===== src/rtl/key_scan_pkg.sv =====
package key_scan_pkg;
  typedef enum logic [1:0] {
    ST_IDLE = 2'd0,
    ST_SCAN = 2'd1,
    ST_HOLD = 2'd2
  } kscan_state_e;
endpackage


===== src/rtl/key_scan_timer.sv =====
module key_scan_timer #(
  parameter int LINES      = 6,
  parameter int SCAN_TICKS = 12000,
  parameter int REQ_TICKS  = 25600
) (
  input  logic                         clk_i,
  input  logic                         rst_ni,
  input  logic                         clr_i,
  input  logic                         run_i,
  output logic [$clog2(LINES+1)-1:0]   line_o,
  output logic                         pass_o,
  output logic                         active_o,
  output logic                         slot_end_o,
  output logic                         pair_end_o
);
  localparam int SLOT = SCAN_TICKS / LINES;
  localparam int SW   = $clog2(SLOT + 1);
  localparam int LW   = $clog2(LINES + 1);
  localparam int CW   = $clog2(REQ_TICKS + 1);

  logic [CW-1:0] cnt_q;
  logic [SW-1:0] slot_q;
  logic [LW-1:0] line_q;
  logic          pass_q, act_q;
  logic          slot_last;

  assign slot_last  = (slot_q == SW'(SLOT - 1));
  assign slot_end_o = run_i && act_q && slot_last;
  assign pair_end_o = run_i && (cnt_q == CW'(REQ_TICKS - 1));
  assign line_o     = line_q;
  assign pass_o     = pass_q;
  assign active_o   = act_q;

  always_ff @(posedge clk_i or negedge rst_ni) begin
    if (!rst_ni) begin
      cnt_q  <= '0;
      slot_q <= '0;
      line_q <= '0;
      pass_q <= 1'b0;
      act_q  <= 1'b0;
    end else if (clr_i) begin
      cnt_q  <= '0;
      slot_q <= '0;
      line_q <= '0;
      pass_q <= 1'b0;
      act_q  <= 1'b1;
    end else if (run_i) begin
      cnt_q <= cnt_q + 1'b1;
      if (act_q) begin
        if (slot_last) begin
          slot_q <= '0;
          if (line_q == LW'(LINES - 1)) begin
            line_q <= '0;
            if (pass_q) act_q <= 1'b0;
            else        pass_q <= 1'b1;
          end else begin
            line_q <= line_q + 1'b1;
          end
        end else begin
          slot_q <= slot_q + 1'b1;
        end
      end
    end
  end
endmodule


===== src/rtl/key_scan_capture.sv =====
module key_scan_capture #(
  parameter int LINES = 6,
  parameter int SENSE = 5
) (
  input  logic                        clk_i,
  input  logic                        rst_ni,
  input  logic                        wr_i,
  input  logic                        pass_i,
  input  logic [$clog2(LINES+1)-1:0]  line_i,
  input  logic [SENSE-1:0]            sense_i,
  output logic                        match_o,
  output logic                        any_o,
  output logic [LINES*SENSE-1:0]      img_o
);
  logic [SENSE-1:0] first_q  [LINES];
  logic [SENSE-1:0] second_q [LINES];
  logic [LINES-1:0] row_eq;

  always_ff @(posedge clk_i or negedge rst_ni) begin
    if (!rst_ni) begin
      for (int i = 0; i < LINES; i++) begin
        first_q[i]  <= '0;
        second_q[i] <= '0;
      end
    end else if (wr_i) begin
      if (pass_i) second_q[line_i] <= sense_i;
      else        first_q[line_i]  <= sense_i;
    end
  end

  for (genvar g = 0; g < LINES; g++) begin : g_row
    assign row_eq[g]                   = (first_q[g] == second_q[g]);
    assign img_o[g*SENSE +: SENSE]     = second_q[g];
  end

  assign match_o = &row_eq;
  assign any_o   = |img_o;
endmodule


===== src/rtl/key_scan_ctrl.sv =====
module key_scan_ctrl
  import key_scan_pkg::*;
#(
  parameter int KEYS = 30
) (
  input  logic            clk_i,
  input  logic            rst_ni,
  input  logic            blank_ni,
  input  logic            tick_i,
  input  logic            sense_any_i,
  input  logic            pair_end_i,
  input  logic            match_i,
  input  logic            img_any_i,
  input  logic [KEYS-1:0] img_i,
  input  logic            read_done_i,
  output kscan_state_e    state_o,
  output logic            restart_o,
  output logic [KEYS-1:0] key_o
);
  kscan_state_e state_q, state_d;
  logic [KEYS-1:0] key_q;
  logic load;

  always_comb begin
    state_d   = state_q;
    restart_o = 1'b0;
    load      = 1'b0;
    unique case (state_q)
      ST_IDLE: if (tick_i && sense_any_i) begin
        state_d   = ST_SCAN;
        restart_o = 1'b1;
      end
      ST_SCAN: if (pair_end_i) begin
        if (sense_any_i && match_i && img_any_i) begin
          state_d = ST_HOLD;
          load    = 1'b1;
        end else if (sense_any_i) begin
          restart_o = 1'b1;   // disagreement or empty image with key still down
        end else begin
          state_d = ST_IDLE;
        end
      end
      ST_HOLD: if (read_done_i) begin
        state_d   = ST_SCAN;
        restart_o = 1'b1;
      end
      default: state_d = ST_IDLE;
    endcase
    if (!blank_ni) begin
      state_d   = ST_IDLE;
      restart_o = 1'b0;
      load      = 1'b0;
    end
  end

  always_ff @(posedge clk_i or negedge rst_ni) begin
    if (!rst_ni) begin
      state_q <= ST_IDLE;
      key_q   <= '0;
    end else begin
      state_q <= state_d;
      if (!blank_ni) key_q <= '0;
      else if (load) key_q <= img_i;
    end
  end

  assign state_o = state_q;
  assign key_o   = key_q;
endmodule


===== src/rtl/key_matrix_scanner.sv =====
module key_matrix_scanner
  import key_scan_pkg::*;
#(
  parameter int LINES      = 6,
  parameter int SENSE      = 5,
  parameter int SCAN_TICKS = 12000,
  parameter int REQ_TICKS  = 25600
) (
  input  logic                     clk_i,
  input  logic                     rst_ni,
  input  logic                     tick_i,
  input  logic                     blank_ni,
  input  logic [1:0]               sleep_i,
  input  logic [SENSE-1:0]         sense_i,
  input  logic                     ce_i,
  input  logic                     read_done_i,
  output logic [LINES-1:0]         scan_o,
  output logic                     req_n_o,
  output logic [LINES*SENSE-1:0]   key_o,
  output logic                     osc_en_o
);
  localparam int KEYS = LINES * SENSE;
  localparam int LW   = $clog2(LINES + 1);

  kscan_state_e     state;
  logic             restart, run, active, pass, slot_end, pair_end;
  logic             match, img_any, scanning, st_idle;
  logic [LW-1:0]    line;
  logic [KEYS-1:0]  img;
  logic [LINES-1:0] mask, walk;

  // idle scan-line levels per sleep code; top line always high
  for (genvar g = 0; g < LINES; g++) begin : g_mask
    if (g == LINES - 1) begin : g_top
      assign mask[g] = 1'b1;
    end else if (g == 0) begin : g_first
      assign mask[g] = (sleep_i == 2'b00) || (sleep_i == 2'b11);
    end else begin : g_mid
      assign mask[g] = (sleep_i != 2'b10);
    end
  end

  assign run      = (state == ST_SCAN) && tick_i;
  assign scanning = (state == ST_SCAN) && active;
  assign st_idle  = (state == ST_IDLE);
  assign walk     = LINES'(1) << line;
  assign scan_o   = scanning ? (walk & mask) : mask;
  assign req_n_o  = !((state == ST_HOLD) && !ce_i);
  assign osc_en_o = (sleep_i == 2'b00) || !st_idle;

  key_scan_timer #(
    .LINES(LINES), .SCAN_TICKS(SCAN_TICKS), .REQ_TICKS(REQ_TICKS)
  ) timer_i (
    .clk_i(clk_i), .rst_ni(rst_ni), .clr_i(restart), .run_i(run),
    .line_o(line), .pass_o(pass), .active_o(active),
    .slot_end_o(slot_end), .pair_end_o(pair_end)
  );

  key_scan_capture #(.LINES(LINES), .SENSE(SENSE)) capture_i (
    .clk_i(clk_i), .rst_ni(rst_ni), .wr_i(slot_end), .pass_i(pass),
    .line_i(line), .sense_i(sense_i),
    .match_o(match), .any_o(img_any), .img_o(img)
  );

  key_scan_ctrl #(.KEYS(KEYS)) ctrl_i (
    .clk_i(clk_i), .rst_ni(rst_ni), .blank_ni(blank_ni), .tick_i(tick_i),
    .sense_any_i(|sense_i), .pair_end_i(pair_end), .match_i(match),
    .img_any_i(img_any), .img_i(img), .read_done_i(read_done_i),
    .state_o(state), .restart_o(restart), .key_o(key_o)
  );
endmodule


===== config.mk =====
export PLATFORM = sky130hd
export DESIGN_NAME = key_matrix_scanner
export DESIGN_NICKNAME = d
export VERILOG_FILES = /design/src/rtl/key_scan_pkg.sv /design/src/rtl/key_scan_timer.sv /design/src/rtl/key_scan_capture.sv /design/src/rtl/key_scan_ctrl.sv /design/src/rtl/key_matrix_scanner.sv
export SDC_FILE = /design/constraint.sdc
export NUM_CORES = 1
export LEC_CHECK = 0
export BUFFER_PORTS_ARGS = -buffer_cell sky130_fd_sc_hd__buf_2
export CORE_AREA = 3 3 109 111
export CTS_CLUSTER_DIAMETER = 60
export DETAILED_ROUTE_END_ITERATION = 6
export DIE_AREA = 0 0 112 114
export PLACE_DENSITY = 0.75
export SLEW_MARGIN = 20
export SYNTH_ARGS = -nofsm -noshare
export SYNTH_HDL_FRONTEND = slang
export SYNTH_SLANG_ARGS = --single-unit

===== constraint.sdc =====
create_clock -name clk_i -period 2.05 [get_ports clk_i]
set_input_delay 0.615 -clock clk_i [delete_from_list [all_inputs] [get_ports clk_i]]
set_output_delay 0.615 -clock clk_i [all_outputs]
set_load 0.02 [all_outputs]

After elaboration in Yosys (flattened, before gate mapping):

Cells that the tools add are included.

* add/subtract/negate cells: 3
* $lt $le $gt $ge: 2
* equality and inequality tests: 18
* shifts and indexed selects: 1
* mux-type cells: 47
* bitwise logic cells: 3
* reduce and logical (&&, ||, !) cells: 30

Operator list (number)
* bitwise mux 30 bit: 2
* two-way mux 30 bit: 2
* two-way mux 11 bit: 4
* == test 5 bit: 6
* two-way mux 15 bit: 2
* OR reduction 30 bit: 1
* two-way mux 1 bit: 21
* adder 15 x 1 -> 15 bit (second input constant): 1
* demux 5 bit (select 3 bit): 1
* == test 15 bit (second input constant): 1
* two-way mux 3 bit: 5
* two-way mux 2 bit: 6
* adder 11 x 1 -> 11 bit (second input constant): 1
* == test 11 bit (second input constant): 1
* logical AND 1 bit: 10
* AND reduction 4 bit: 2
* nonzero test 2 bit: 4
* bitwise AND 6 bit: 1
* two-way mux 6 bit: 1
* != test 3 x 2 -> 1 bit (second input constant): 2
* case mux 2 bit (3 select lines): 1
* AND reduction 2 bit: 3
* AND reduction 6 bit: 1
* << shifter 1 x 3 -> 6 bit (first input constant): 1
* other kinds (19): 24

* flip-flop bits (word level): 123
* output and inout port bits: 38
* logic and storage cells: 123

Logic depth before layout (Yosys ltp):

Gate-level depths: netlist (run 1).

* word-level depth: 10
* gate-level depth with buffers: 9

Hierarchy:

From an unflattened synthesis (run 1), not the netlist that was laid out.

* cells, all modules: 530
* area total of the unflattened synthesis: 6059.6 sq um

By module, submodules not included
* key_scan_capture: instances 1, cells each 198, area each 2741.4 sq um, seq. area each 1501.4 sq um
* key_scan_timer: instances 1, cells each 162, area each 1620.3 sq um, seq. area each 775.7 sq um
* key_scan_ctrl: instances 1, cells each 146, area each 1535.2 sq um, seq. area each 800.8 sq um
* key_matrix_scanner: instances 1, cells each 24, area each 162.7 sq um, seq. area each 0.0 sq um

Worst setup path before layout (run 1):

Ideal clock, no wire load.

* path kind: in2reg
* start: input tick_i
* end: register capture_i.first_q[10] (netlist bit)
* library setup time: 125 ps
* arrival: 2141 ps
* required time: 1925 ps
* setup slack: -216 ps
* cell stages on the path: 9
* path buffers: 3
* cell sequence: and3b_1 > buf_6 > and2_4 > buf_6 > nand2_4 > or3_1 > buf_6 > nor2_4 > mux2_2

* word-level cells in the longest chain between the ends: 4

RTL lines
* start, declared: line key_matrix_scanner.sv:11 `input logic tick_i,`
* logical AND 1 bit: line key_matrix_scanner.sv:43 `assign run = (state == ST_SCAN) && tick_i;`
* logical AND 1 bit (2 in series): line key_scan_timer.sv:28 `assign slot_end_o = run_i && act_q && slot_last;`
* AND reduction 2 bit (no source line)
* end signal, assigned by index: line key_scan_capture.sv:27 `else first_q[line_i] <= sense_i;`
* end, declared: line key_scan_capture.sv:15 `logic [SENSE-1:0] first_q [LINES];`

No other way between the ends.
A chain may end at the register's enable or synchronous reset.

Worst setup path in the final report (run 1):

* start: register ctrl_i.state_q[1] (netlist: ctrl_i.state_o[1])
* end: output scan_o[1]

* word-level cells in the longest chain between the ends: 3

RTL lines
* start, declared: line key_scan_ctrl.sv:20 `kscan_state_e state_q, state_d;`
* start signal, assigned: line key_scan_ctrl.sv:61 `state_q <= state_d;`
* == test 2 x 1 -> 1 bit: line key_matrix_scanner.sv:44 `assign scanning = (state == ST_SCAN) && active;`
* logical AND 1 bit: line key_matrix_scanner.sv:44
* two-way mux 6 bit: line key_matrix_scanner.sv:47 `assign scan_o = scanning ? (walk & mask) : mask;`
* end, declared: line key_matrix_scanner.sv:17 `output logic [LINES-1:0] scan_o,`

No other way between the ends.

==> results.md, run 1 <==
* Initial antenna violation count at 0
* EDFF count, synth at 0
* Ys Warns at 0
* Largest family of logic cells by synthesized area: simple AND/OR/NAND/NOR gates
* Critical path's top delay family: flip-flops
* Count leader, synth: dfrtp_1
* Final setup fails at 90
* CP required at ~1.4 ns
* Peak VDD IR at 507 uV
* Mapped Cells at 536
* Global route overflow at 0
* Tightest Pin Transition at about 0.60 ns
* Seq cells post-synth at around 120
* Rows at 38
* DR pass1 iterations at 5
* Syn_nets at about 550
* Met3 usage at 0.0737
* Post-Synth Simple-Gate Area at 0.173
* CTS sink count at about 120
* Worst path slowest cell: dfrtp_1
* H-tree levels at 4
* Nets at slightly below 700
* Synth top area cells: dfrtp_1, mux2_2, nand2_1, mux2i_1, xnor2_1
* Grt met2 use at 0.444
* Die area at ~0.013 sq mm
* Status: finished, violations left
* Worst-path clk slew at around 0.06 ns
* Worst Setup End Kind: primary output
* First DRT Iteration DRCs at between 400 and 500
* Share of cells above drive strength 1 at 0.487
* Vias in the first global route at between 4,000 and 5,000
* GR Layer Usage met1 at 0.354
* Slew HR at 0.602
* First-pass GRT wire length at about 27 mm
* Die width at around 110 um
* Synth Cell Area at a little under 0.006 sq mm
* Layer with the highest usage: met2
* Maxcap violations at 0
* Register area share after synthesis at 0.521
* WL/cell at 22.2 um
* Via count at ~4,900
* Hold crit path type: primary input to asynchronous set/reset pin
* Worst skew pair latency at 0.55 ns
* Leakage at 0.00404 uW
* Tcrit/Tclk final at 1.13
* Mean post-synth cell area at approximately 11 sq um
* Setup ws final at -0.258 ns
* Post-synth top flop: dfrtp_1
* Die H at about 110 um
* Min Tclk post-route at between 2 and 2.5 ns
* Multi-input logic area at between 0.003 and 0.004 sq mm
* Crit-path max FO at 6
* Clock root cell: clkbuf_8
* Top cell type's share of synthesized area at 0.521
* Synth unique cells at 44
* Max Fclk at between 400 and 500 MHz
* Max stage delay on crit path at roughly 0.41 ns
* Failing checks: negative setup slack
* DRT antenna net count at 0
* Routability congestion estimate at between 0.8 and 0.9
* Multiplexer share of the synthesized area at 0.169
* WP buf/inv at 2
* Layout area overhead at 39.4%
* Critical Path Start Type: flip-flop
* Largest net degree at the start of global routing at 62
* Area leader, netlist: dfrtp_1
* Adder-cell share of the synthesized area at 0.0106
* Dpl hpwl at about 9.5 mm
* Gr usage total at 0.275
* Setup CP Type: flip-flop to primary output
* Final Total Pwr at between 5000 and 6000 uW
* Ys async rst share at 1.00
* Routed WL at roughly 18 mm
* Final Hold Viols at 0
* DRC viols at 0
* Final core area utilization at 0.757
* Routed vias/inst at around 5.9
* Critical path, cell by cell: buf_6, nor2b_4, and2_4, a21oi_1, buf_4
* FF+latch area at a little over 0.003 sq mm
* ANT cells at 0
* IO Pins at 51
* XOR/XNOR share of the synthesized area at 0.0741
* CTS tree: built
* FF-to-FF setup slack at -0.16 ns
* Cts hold-fix bufs at 0
* Post-synth top cells: dfrtp_1, nand2_1, mux2_2
* PortBufs at 50
* Filler cells at roughly 570
* Arrival time worst endpoint at around 1.7 ns
* Cts bufs inserted at 17
* RSZ-0062 raised after global routing: true
* Longest Clk Path Bufs at 2
* Worst slack, placed at -0.400 ns
* PwrDens at around 710 mW/mm^2
* Post-synthesis compound-gate area fraction at 0.0260
* Clock Skews at roughly 0.010 ns
* Slew Limit Fails at 0
* Effective utilization at floorplan at 0.543
* Core box area at 0.0109 sq mm
-- where the power goes --
part | internal [uW] | switching (uW) | total (uW)
sequential | 2450 | 24.8 | 2480
combinational | 168 | 240 | 408
clock | 1810 | 1190 | 3000
-- cell usage in the layout, fill, tap and decap left out, types with 5 or more instances in the layout --
cell type | Yosys | layout
dfrtp_1 | 123 | 112
nand2_1 | 88 | 84
buf_4 | 2 | 69
buf_2 | 3 | 41
mux2_4 | 0 | 31
mux2i_1 | 32 | 30
mux2_2 | 60 | 29
xor2_1 | 21 | 21
xnor2_1 | 29 | 20
nor2_4 | 6 | 18
clkbuf_16 | 0 | 17
nor2_1 | 38 | 13
nand3_1 | 19 | 13
nor2_2 | 0 | 13
buf_6 | 4 | 13
nand4_1 | 11 | 11
dfrtp_2 | 0 | 11
xnor2_2 | 0 | 9
nor4_1 | 12 | 8
a21oi_1 | 13 | 7
buf_12 | 0 | 7
a21oi_2 | 0 | 6
and3_1 | 7 | 6
or3_4 | 0 | 5
-- logic make-up after synthesis --
kind of cell             Yosys count
multiplexers                      92
AND/OR/NAND/NOR                  210
flip-flops                       123
adder cells (fa/ha/maj)            5
buffers and inverters             32
AO/OA/AOI/OAI                     24
XOR/XNOR                          50
-- through the flow --
step / instances / setup TNS [ns] / hold slack [ns] / area [sq um]
floorplan: 536 / -8.69 / 0.319 / 5960
global placement: 749 / -30.46 / 0.511 / 6640
detailed placement: 749 / -33.36 / 0.518 / 6640
CTS: 809 / -7.18 / 0.0631 / 7940
global route: 819 / -14.41 / 0.0797 / 8240
finish: 819 / -10.27 / 0.0369 / 8240
-- final cells by class --
class | instances | area share
Multi-Input combinational cell | 381 | 0.393
Sequential cell | 123 | 0.375
Timing Repair Buffer | 135 | 0.136
Clock buffer | 20 | 0.0541
Tap cell | 140 | 0.0213
Clock inverter | 12 | 0.0167
Inverter | 8 | 0.00395
-- timing repair --
action	4_1_cts	5_1_grt
setup endpoints to repair	86	131
gates cloned	4	1
resized for setup	113	62
setup buffers	25	12
pin swaps	33	35
-- worst register-to-register path, cell delays in order, from the launching register on --
cell and delay (ns):
dfrtp_1 0.42, xnor2_2 0.28, nand4_1 0.18, nor4_2 0.32, buf_4 0.19, o31a_1 0.18
o21ai_4 0.09, buf_12 0.16, buf_12 0.14, nor3_2 0.18
-- path summary, 6_finish.rpt --
kind	from	cells past startpoint	end
max	ctrl_i.state_o[1]	5	scan_o[1]
max in group asynchronous	rst_ni	2	timer_i.line_o[0]
min in group clk_i	read_done_i	3	ctrl_i.state_o[1]
min	rst_ni	1	ctrl_i.key_o[13]
min reg2reg	capture_i.first_q[2]	1	capture_i.first_q[2]
max reg2reg	capture_i.first_q[7]	9	timer_i.slot_q[7]
-- layer usage --
layer / vias to the layer above / wire [um] / share of wire
met5: - / 0 / 0
met3: 64 / 1360 / 0.074
met4: 0 / 710 / 0.039
met1: 2452 / 7100 / 0.39
met2: 222 / 9050 / 0.50
li1: 2112 / - / -
-- state kept, by name (all words and copies together) (netlist names) --
register	cells
capture_i.img_o	30
timer_i.slot_q	11
timer_i.pass_o	1
capture_i.first_q	30
ctrl_i.state_o	2
timer_i.active_o	1
ctrl_i.key_o	30
timer_i.line_o	3
timer_i.cnt_q	15
No activity file was read; power rests on OpenSTA's default activity.
==> run 2: changes to the inputs <==
- PLACE_DENSITY: 0.75 -> 0.79
==> results.md, run 2 (same netlist as run 1, synthesis figures left out) <==
* Cell Area, Placed at 0.00660 sq mm (was 0.00664 sq mm)
* Commonest non-fill, non-tap cell in the layout: dfrtp_1 (unchanged)
* Final Hold Viols at 0 (unchanged)
* Largest net degree at the start of global routing at 58 (was 62)
* DRT antenna net count at 0 (unchanged)
* Setup crit start: ctrl_i.state_o[0] (was ctrl_i.state_o[1])
* Cell Int Power at 4540 uW (was 4430 uW)
* Peak VDD IR at 707 uV (was 507 uV)
* Routed vias/inst at 5.83 (was 5.92)
* Effective utilization at floorplan at 0.543 (unchanged)
* Sw frac at 0.235 (was 0.247)
* Hold crit path type: primary input to flip-flop (was primary input to asynchronous set/reset pin)
* Hold path cells at 3
* Clock Skews at 0.00870 ns (was 0.0101 ns)
* CTS tree: built (unchanged)
* Critical Path Start Type: flip-flop (unchanged)
* Tcrit/Tclk final at 1.12 (was 1.13)
* WP buf/inv at 2 (unchanged)
* Maxcap violations at 0 (unchanged)
* Sink of the worst hold path: ctrl_i.state_o[1]
* Placed insts at 744 (was 749)
* Filler cells at 636 (was 565)
* Clock root cell: clkbuf_8 (unchanged)
* Setup ws final at -0.241 ns (was -0.258 ns)
* Worst R2R Path Depth at 7 (was 9)
* Worst skew pair latency at 0.53 ns (was 0.55 ns)
* Sequential share of power at 0.419 (was 0.421)
* Worst slack, placed at -0.443 ns (was -0.400 ns)
* CP required at 1.43 ns (about the same)
* Tightest Pin Transition at 0.524 ns (was 0.596 ns)
* Post-route cell area at 0.00806 sq mm (was 0.00824 sq mm)
* Global route overflow at 0 (unchanged)
* DRC viols at 0 (unchanged)
* WL/cell at 21.5 um (was 22.2 um)
* Final Non-Filler Cells at 805 (was 819)
* Worst flop-to-flop path startpoint: capture_i.img_o[12] (was capture_i.first_q[7])
* Failing checks: negative setup slack (unchanged)
* Worst path slowest cell: dfrtp_1 (unchanged)
* RSZ-0062 raised after global routing: true (unchanged)
* NetSw at 1390 uW (was 1450 uW)
* Rows at 38 (unchanged)
* Setup CP Type: flip-flop to primary output (unchanged)
* First DRT Iteration DRCs at 406 (was 409)
* DR pass1 iterations at 5 (unchanged)
* Fin Hold WS at 0.408 ns (was 0.0369 ns)
* Crit-path max FO at 6 (unchanged)
* FF+latch area at 0.00309 sq mm (about the same)
* Die width at 112 um (unchanged)
* Routability congestion estimate at 0.875 (was 0.865)
* Critical path's top delay family: flip-flops (unchanged)
* Critical path, cell by cell: buf_6, nor2b_4, and2_4, a21oi_4, buf_6 (was buf_6, nor2b_4, and2_4, a21oi_1, buf_4)
* Slew Limit Fails at 0 (unchanged)
* Core box area at 0.0109 sq mm (unchanged)
* Initial antenna violation count at 0 (unchanged)
* Via count at 4,696 (was 4,850)
* Die area at 0.0128 sq mm (unchanged)
* Arrival time worst endpoint at 1.68 ns (was 1.69 ns)
* Gr usage total at 0.239 (was 0.275)
* Beginning of the worst hold path: read_done_i
* Share of cells above drive strength 1 at 0.460 (was 0.487)
* Cts bufs inserted at 17 (unchanged)
* Min Tclk post-route at 2.29 ns (was 2.31 ns)
* Max stage delay on crit path at 0.41 ns (about the same)
* Dpl hpwl at 9.47 mm (was 9.54 mm)
* Worst Setup End Kind: primary output (unchanged)
* Leakage at 0.00394 uW (was 0.00404 uW)
* First-pass GRT wire length at 24.3 mm (was 27.1 mm)
* Die H at 114 um (unchanged)
* Nets at 672 (was 684)
* Final setup fails at 99 (was 90)
* ANT cells at 0 (unchanged)
* Vias in the first global route at 4,695 (was 4,986)
* Comb pwr share at 0.074 (was 0.069)
* Capture point of the worst reg-to-reg path: timer_i.cnt_q[2] (was timer_i.slot_q[7])
* Slew HR at 0.650 (was 0.602)
* H-tree levels at 4 (unchanged)
* Most frequent cells in the layout: dfrtp_1, nand2_1, buf_4, buf_2, mux2_2 (was dfrtp_1, nand2_1, buf_4, buf_2, mux2_4)
* Multi-input logic area at 0.00320 sq mm (was 0.00324 sq mm)
* Max Fclk at 437 MHz (was 433 MHz)
* IO Pins at 51 (unchanged)
* Clk pwr share at 0.507 (was 0.509)
* Routed WL at 17.3 mm (was 18.2 mm)
* Status: finished, violations left (unchanged)
* Worst-path clk slew at 0.06 ns (about the same)
* PortBufs at 50 (unchanged)
* FF-to-FF setup slack at -0.20 ns (was -0.16 ns)
* CTS sink count at 123 (unchanged)
* Longest Clk Path Bufs at 2 (unchanged)
* PwrDens at 736 mW/mm^2 (was 714 mW/mm^2)
* Most frequent CP cell: buf_6
* Layout area overhead at 36.3% (was 39.4%)
* Final Total Pwr at 5930 uW (was 5880 uW)
[run 2: cell type report]
class / instances / share of cell area
timing repair buffer: 123 / 0.121
tap: 140 / 0.0217
multi-input combinational: 381 / 0.397
clock buffer: 19 / 0.0548
clock inverter: 11 / 0.0180
inverter: 8 / 0.00435
sequential: 123 / 0.383
[run 2: worst max path at each step]
stage | end | slack (ns) | cells past startpoint
floorplan | capture_i.first_q[20] | -0.19 | 9
global placement | ctrl_i.key_o[22] | -0.41 | 8
detailed placement | ctrl_i.key_o[26] | -0.44 | 8
CTS | scan_o[2] | -0.20 | 4
global route | scan_o[3] | -0.29 | 5
finish | scan_o[3] | -0.24 | 5
[run 2: tightest hold or removal path: cells and delay by family]
kind,cells,cell delay (ns)
AOI/OAI and AO/OA,1,0.08
buffers and inverters,1,0.10
and+or+nand+nor,1,0.10
[run 2: timing repair]
item                                    CTS  global route
gates resized for setup                  46           107
setup buffers                            13            15
pin swaps                                 7            40
endpoints found under the setup margin   90           114
hold endpoints to repair                  7             0
hold buffers                              1             0
gates cloned                              0             3
[run 2: stage by stage]
stage / utilization / setup TNS [ns]
detailed placement: 0.607 / -36.24
global placement: 0.607 / -34.09
floorplan: - / -8.69
CTS: 0.685 / -1.38
finish: 0.740 / -7.59
global route: 0.740 / -11.97
[run 2: metal layers]
layer | part of all wire | wire, um | vias to the layer above | GRT usage
li1 | - | - | 2077 | -
met1 | 0.42 | 7330 | 2387 | 0.322
met2 | 0.49 | 8490 | 198 | 0.389
met3 | 0.059 | 1010 | 34 | 0.0589
met4 | 0.026 | 449 | 0 | 0.0721
met5 | 0 | 0 | - | 0
[run 2: power groups by stage]
stage	Sequential, uW	Combinational (uW)	Clock (uW)
after floorplan	2520	144	0
after global placement	2520	289	0
after detailed placement	2520	304	0
after CTS	2480	355	2990
after global routing	2480	474	3140
final	2480	439	3010
